--- config.mk ---
export PLATFORM = sky130hd
export DESIGN_NAME = pwm_dbuf
export DESIGN_NICKNAME = d
export VERILOG_FILES = /design/src/rtl/pwm_dbuf.sv
export SDC_FILE = /design/constraint.sdc
export NUM_CORES = 1
export LEC_CHECK = 0
export BUFFER_PORTS_ARGS = -buffer_cell sky130_fd_sc_hd__buf_2
export CAP_MARGIN = 10
export CELL_PAD_IN_SITES_DETAIL_PLACEMENT = 1
export CELL_PAD_IN_SITES_GLOBAL_PLACEMENT = 1
export CORE_ASPECT_RATIO = 1.75
export CORE_MARGIN = 5
export CORE_UTILIZATION = 46
export CTS_BUF_LIST = sky130_fd_sc_hd__clkbuf_4
export DETAILED_ROUTE_END_ITERATION = 10
export GPL_TIMING_DRIVEN = 0
export PLACE_DENSITY_LB_ADDON = 0.3
export SETUP_SLACK_MARGIN = 0.1
export SYNTH_ARGS = -nofsm -noshare
export SYNTH_HDL_FRONTEND = slang
export SYNTH_SLANG_ARGS = --single-unit
--- constraint.sdc ---
create_clock -name clk -period 3.07 [get_ports clk]
set_input_delay 0.1535 -clock clk [delete_from_list [all_inputs] [get_ports clk]]
set_output_delay 0.1535 -clock clk [all_outputs]
set_load 0.005 [all_outputs]
--- src/rtl/pwm_dbuf.sv ---
module pwm_dbuf #(
  parameter int AW     = 5,
  parameter int DIV_W  = 10,
  parameter int PER_W  = 12,
  parameter int HI_W   = 13,
  parameter int DIV_LSB = 16,
  parameter int HI_LSB  = 16
) (
  input  logic          clk,
  input  logic          rst_n,
  input  logic          bus_wr,
  input  logic [AW-1:0] bus_addr,
  input  logic [31:0]   bus_wdata,
  output logic [31:0]   bus_rdata,
  output logic          pwm_out
);
  localparam logic [AW-1:0] A_EN  = AW'(5'h00);
  localparam logic [AW-1:0] A_CMT = AW'(5'h04);
  localparam logic [AW-1:0] A_C0  = AW'(5'h08);
  localparam logic [AW-1:0] A_C1  = AW'(5'h0C);
  localparam logic [AW-1:0] A_MD  = AW'(5'h10);

  logic             en_q, commit_q, pend;
  logic [1:0]       mode_q;
  logic [DIV_W-1:0] sh_div, st_div, wk_div, pre_cnt;
  logic [PER_W-1:0] sh_per, st_per, wk_per, per_cnt;
  logic [HI_W-1:0]  sh_hi, st_hi, wk_hi;

  wire bypass = (mode_q == 2'b11);
  wire w_en  = bus_wr && (bus_addr == A_EN);
  wire w_cmt = bus_wr && (bus_addr == A_CMT);
  wire w_c0  = bus_wr && (bus_addr == A_C0);
  wire w_c1  = bus_wr && (bus_addr == A_C1);
  wire w_md  = bus_wr && (bus_addr == A_MD);

  wire [DIV_W-1:0] wd_div = bus_wdata[DIV_LSB +: DIV_W];
  wire [PER_W-1:0] wd_per = bus_wdata[PER_W-1:0];
  wire [HI_W-1:0]  wd_hi  = bus_wdata[HI_LSB +: HI_W];

  wire release_c = w_cmt && commit_q && !bus_wdata[0];
  wire tick      = (pre_cnt >= wk_div);
  wire wrap      = tick && (per_cnt >= wk_per);
  wire apply     = (release_c || pend) && (wrap || !en_q);

  always_ff @(posedge clk) begin
    if (!rst_n) begin
      en_q <= 1'b0; commit_q <= 1'b0; mode_q <= 2'b00;
      sh_div <= '0; sh_per <= '0; sh_hi <= '0;
    end else begin
      if (w_en)  en_q     <= bus_wdata[0];
      if (w_cmt) commit_q <= bus_wdata[0];
      if (w_md)  mode_q   <= bus_wdata[1:0];
      if (w_c0)  sh_div   <= wd_div;
      if (w_c1)  begin sh_per <= wd_per; sh_hi <= wd_hi; end
    end
  end

  always_ff @(posedge clk) begin
    if (!rst_n) begin
      pend <= 1'b0; st_div <= '0; st_per <= '0; st_hi <= '0;
      wk_div <= '0; wk_per <= '0; wk_hi <= '0;
    end else begin
      if (release_c) begin
        st_div <= sh_div; st_per <= sh_per; st_hi <= sh_hi;
      end
      if (apply) begin
        pend   <= 1'b0;
        wk_div <= release_c ? sh_div : st_div;
        wk_per <= release_c ? sh_per : st_per;
        wk_hi  <= release_c ? sh_hi  : st_hi;
      end else if (release_c) begin
        pend <= 1'b1;
      end
      if (bypass && w_c0) wk_div <= wd_div;
      if (bypass && w_c1) begin wk_per <= wd_per; wk_hi <= wd_hi; end
    end
  end

  always_ff @(posedge clk) begin
    if (!rst_n || !en_q) begin
      pre_cnt <= '0; per_cnt <= '0;
    end else if (tick) begin
      pre_cnt <= '0;
      per_cnt <= wrap ? '0 : per_cnt + 1'b1;
    end else begin
      pre_cnt <= pre_cnt + 1'b1;
    end
  end

  assign pwm_out = en_q && (HI_W'(per_cnt) < wk_hi);

  always_comb begin
    bus_rdata = '0;
    case (bus_addr)
      A_EN:  bus_rdata[0] = en_q;
      A_CMT: bus_rdata[0] = commit_q;
      A_C0:  bus_rdata[DIV_LSB +: DIV_W] = sh_div;
      A_C1:  begin bus_rdata[PER_W-1:0] = sh_per; bus_rdata[HI_LSB +: HI_W] = sh_hi; end
      A_MD:  bus_rdata[1:0] = mode_q;
      default: bus_rdata = '0;
    endcase
  end
endmodule

Word level (Yosys, flattened, before mapping)
Cells that the tools add are included.
Storage, ports and cells
  register bits: 132
  latch bits: 0
  RAM bits: 0
  bits in read-only memories: 0
  input bits: 40
  output and inout bits: 33
  word-level logic and storage cells: 64
  memories: 0
Operators by class
  add/sub/neg operators: 2
  multipliers: 0
  div/mod/pow operators: 0
  order comparisons: 3
  eq/ne operators: 5
  shift operators: 0
  mux-type cells: 15
  bitwise logic cells: 1
  reduce and logical (&&, ||, !) cells: 23
Operators by type and width (count)
  $mux W12: 4
  $mux W10: 4
  $mux W13: 3
  $pmux W10 S2: 1
  $lt A12 B13 Y1: 1
  $add A12 B1 Y12 const B: 1
  $ge A12 B12 Y1: 1
  $logic_and A1 B1 Y1: 12
  $add A10 B1 Y10 const B: 1
  $eq A5 B4 Y1 const B: 2
  $ge A10 B10 Y1: 1
  $eq A5 B3 Y1 const B: 1
  $eq A5 B5 Y1 const B: 1
  $logic_not A5 Y1: 1
  $pmux W1 S4: 1
  $reduce_bool A2 Y1: 2
  $reduce_or A2 Y1: 2
  $logic_not A1 Y1: 3
  $logic_or A1 B1 Y1: 3
  $mux W3: 1
  $eq A2 B2 Y1 const B: 1
  $pmux W1 S2: 1
  $not A1 Y1: 1

Depth between registers and ports, before layout
  depth after elaboration: 8
  depth in mapped cells: 10
  mapped depth without buffers: 9

Worst setup path before layout
OpenSTA, ideal clock, no wires.
  kind: register -> register
  start: reg per_cnt[0]
  end: reg wk_div[0]
  setup time: 0.069 ns
  arrival: 2.236 ns
  required time: 3.001 ns
  path slack: 0.766 ns
  cell stages (with the launch flop): 11
  path buffers: 1
  period minus slack after synthesis: 2.304 ns
  cells stage by stage: dfxtp_1 > inv_1 > ha_1 > nand2b_4 > a2111oi_4 > o41ai_2 > a221oi_4 > o21ai_2 > buf_6 > a31o_1 > o21ai_1
Between the ends
  cells in the longest elaborated chain, start to end: 5
Ends and longest elaborated chain
  start: declaration: line 26  | logic [PER_W-1:0] sh_per, st_per, wk_per, per_cnt;
  start signal: assignment: line 84  | per_cnt <= wrap ? '0 : per_cnt + 1'b1;
  $ge A12 B12 Y1: line 42  | wire wrap = tick && (per_cnt >= wk_per);
  $logic_and A1 B1 Y1: line 42
  $logic_or A1 B1 Y1: line 43  | wire apply = (release_c || pend) && (wrap || !en_q);
  $logic_and A1 B1 Y1: line 43
  $reduce_bool A2 Y1 (no source line)
  end signal: assignment: line 68  | wk_div <= release_c ? sh_div : st_div;
  end signal: assignment: line 74  | if (bypass && w_c0) wk_div <= wd_div;
  end: declaration: line 25  | logic [DIV_W-1:0] sh_div, st_div, wk_div, pre_cnt;
Every way passes these cells.
A chain may end at the register's enable or synchronous reset.

Worst setup path after layout
  start: reg wk_div[9]
  end: reg per_cnt[4]
Between the ends
  cells in the longest elaborated chain, start to end: 3
Ends and longest elaborated chain
  $ge A10 B10 Y1 *: line 41  | wire tick = (pre_cnt >= wk_div);
  $logic_and A1 B1 Y1: line 42
  $mux W12: line 84
Every way passes the cells marked *; elsewhere a longest branch is shown, timed or not.

==> flow_summary.ini <==
[sta]
setup_viol = 0
layout_setup_ws_ns = 0.368
slew_viol_final = 0
maxClockFrequency_mhz = 370
period_needed_ns = 2.70
fin_setup_tns_ns = 0
finalCritPeriodShare_pct = 88.0
clock_skew_ns = 0.0196
slew_headroom_pct = 37.1
rsz0062_at_grt = false
tightest_slew_ns = 0.940
hold_viol = 0

[power]
switching_share_pct = 23.5
seqPwrFrac_pct = 52.3
p_per_area_nw_per_um2 = 424
pwr-share-clk_pct = 42.6
power_switching_uw = 773
p_int_uw = 2520
power.share.combinational_pct = 5.2
p_leak_uw = 0.00282
peakVddDrop_mv = 0.277

[logic_synthesis]
synth_area_leaders = dfxtp_1 40%, mux2i_1 7.1%, nand2_1 7.0%
synth-seq-cells = 132
ys_seq_area_share_pct = 39.9
synth_mux_area_share_pct = 7.27
ys.flop_type = dfxtp_1
yosys.area.top_type = dfxtp_1
yosys.area_share.simple_pct = 18.7
syn_avg_cell_area_um2 = 8.69
yosys.area_share.adder_pct = 6.61
synth-compound-area-share_pct = 18.6
ys_warn_count = 0
synth_top_family_by_area = simple AND/OR/NAND/NOR gates
yosysUniqueCellTypes = 54
ys_async_sr_fraction_pct = 0
synth_xor_area_share_pct = 2.38
synthCells = 763
netlist_area_um2 = 6630
yosys.area.top_type_share_pct = 39.9
synth_edf_count = 0

[drt]
routed_wirelength_mm = 20.9
via_per_inst = 5.57
dr.pass1.iters = 4
antenna_left = 0
route.vias.total = 5919
wl_per_cell_um = 19.7
drc = 0
drt_iter0_drc = 250

[placed_design]
dp_worst_setup_slack_ns = 0.191
hpwlAfterDp_mm = 16.2
routabilityCongestion = 0.887
port-buffer-count = 55
place_area_um2 = 7160

[critical_path]
required_ns = 3.50
critical_path.most_common_cell = nor2_1
critical_path.max_fanout = 10
path_cells = inv_1, ha_1, nand4_1, a211oi_1, a2111o_1, nor2_1, buf_2, o21bai_1, clkbuf_1, nor2_1
start_kind = flop
cp-end-kind = flop
cpPeakStageDelay_ns = 0.39
critPathLaunch = wk_div[9]
reg2reg_from = wk_div[9]
path_buf_inv = 3
slowest_stage = clkbuf_1
crit_family = compound AO/OA/AOI/OAI gates
cp.arrival_ns = 3.13
path_class = flop to flop

[floorplanning]
initial_utilization_pct = 46.4
fp-row-count = 58
die_w_um = 101
coreArea_um2 = 14300
die_area_um2 = 17000
ios = 73
chipHeight_um = 169

[hold_path]
worstHoldStart = rst_n
holdCritPathClass = primary input to flop

[status]
status = complete, no violations

[final_layout]
stdcell_area_um2 = 7760
nets = 944
syn_to_final_growth_pct = 17.1
num-fill-cells = 1742
layout-drive-gt1-share_pct = 14.2

[clock_tree]
cts.clk_slew.worst_paths_ns = 0.12
post_cts_buffers = 0
clk_latency_ns = 0.55
cts_tree = done
cts-root-buf = clkbuf_4
numCtsBuffers = 17
numClockSinks = 132
cts.path.max_buffers = 2
cts.htree.levels = 4

[grt]
antenna_found_initial = 1
globalRoute.totalOverflow = 0
grt_use_total_pct = 25.4
grt_pass1_vias = 6723
grt_max_degree = 17
grt_pass1_wl_mm = 33.5

[job]
max_cap_violations = 0
[cell families (layout without fill, tap and decap cells)]
family,after synthesis,count (layout)
DFF,132,132
xor gates and xnor gates,18,18
and+or+nand+nor,259,259
adders and majority gates,35,35
buffers and inverters,90,203
muxes,48,48
other,1,8
AOI/OAI and AO/OA,180,180
[metal layers]
layer	global-route usage, %	vias up	wire [um]
met5	0	-	0
met4	15.8	0	1220
met3	4.00	78	622
met2	48.8	138	11800
met1	24.2	2894	7270
li1	-	2809	-
[final cells by class]
type | instances | area [um^2] | share of cell area, %
antenna | 1 | 2.50 | 0.0322
multi-input combinational | 547 | 3590 | 46.3
timing repair buffer | 81 | 533 | 6.87
inverter | 38 | 143 | 1.84
sequential | 132 | 2640 | 34.1
tap | 180 | 225 | 2.90
clock buffer | 17 | 128 | 1.64
clock inverter | 15 | 211 | 2.72
buffer | 52 | 284 | 3.66
[sequential cells by signal (all words and copies together), names as in the netlist]
register  cells
en_q          1
commit_q      1
sh_div       10
sh_hi        13
per_cnt      12
wk_div       10
wk_hi        13
pre_cnt      10
pend          1
sh_per       12
mode_q        2
st_div       10
wk_per       12
st_hi        13
st_per       12
[timing repair]
| item | in CTS | in global routing |
|---|---|---|
| endpoints found under the setup margin | 0 | 50 |
| endpoints found under the hold margin | 74 | 0 |
| gates resized for setup | 0 | 2 |
| hold buffers | 25 | 0 |
[stage by stage]
step / instances / power (uW) / hold WS [ns] / util (%)
after detailed placement: 1005 / 1900 / 0.392 / 50.1
after floorplan: 769 / 1830 / 0.268 / -
final: 1063 / 3290 / 0.0526 / 54.3
after global placement: 1004 / 1900 / 0.386 / 50.0
after CTS: 1062 / 3310 / 0.0221 / 54.2
after global routing: 1063 / 3400 / 0.0556 / 54.3
[synth_stat cells, drive strengths merged, types with 2 or more instances]
library cell and count:
nor2 39, nand2 123, xor2 8, nand4 7
buf 28, nor4 4, nor3b 2, a21o 6
inv 38, o21ai 42, xnor2 10, nor3 6
nand2b 3, nor2b 38, a211oi 2, dfxtp 132
a21oi 46, mux2i 47, a21boi 37, a31o 35
ha 35, nand3 15, clkbuf 24, and3 3
and2 15
[path summary, 6_finish.rpt]
check	cells past startpoint	endpoint	slack, ns
max reg2reg	10	per_cnt[4]	0.37
min	3	per_cnt[1]	0.05
max	10	per_cnt[4]	0.37
min reg2reg	2	sh_per[9]	0.49
[power by group through the flow]
stage	Clock [uW]	Sequential (uW)	Combinational, uW
after CTS	1420	1720	168
after global placement	0	1760	138
after global routing	1500	1720	182
after detailed placement	0	1760	143
final	1400	1720	170
after floorplan	0	1760	77.2
[tightest hold or removal path, stage by stage]
cell	delay [ns]
clkbuf_1	0.15
nand2_1	0.19
a21oi_1	0.05
[layout by cell type (no fill, tap or decap), types with 8 or more instances in the layout]
cell / count
xor2_1: 8
clkbuf_1: 22
dfxtp_1: 132
nand2_1: 123
inv_1: 38
nand3_1: 13
a21boi_0: 33
o21ai_1: 37
nor2_1: 38
ha_1: 35
mux2i_1: 47
a31o_1: 35
nor2b_1: 38
xnor2_1: 10
a21oi_1: 46
and2_1: 15
buf_2: 69
buf_4: 10
clkbuf_4: 19
dlygate4sd3_1: 25
Power figures use the tool's default switching activity.
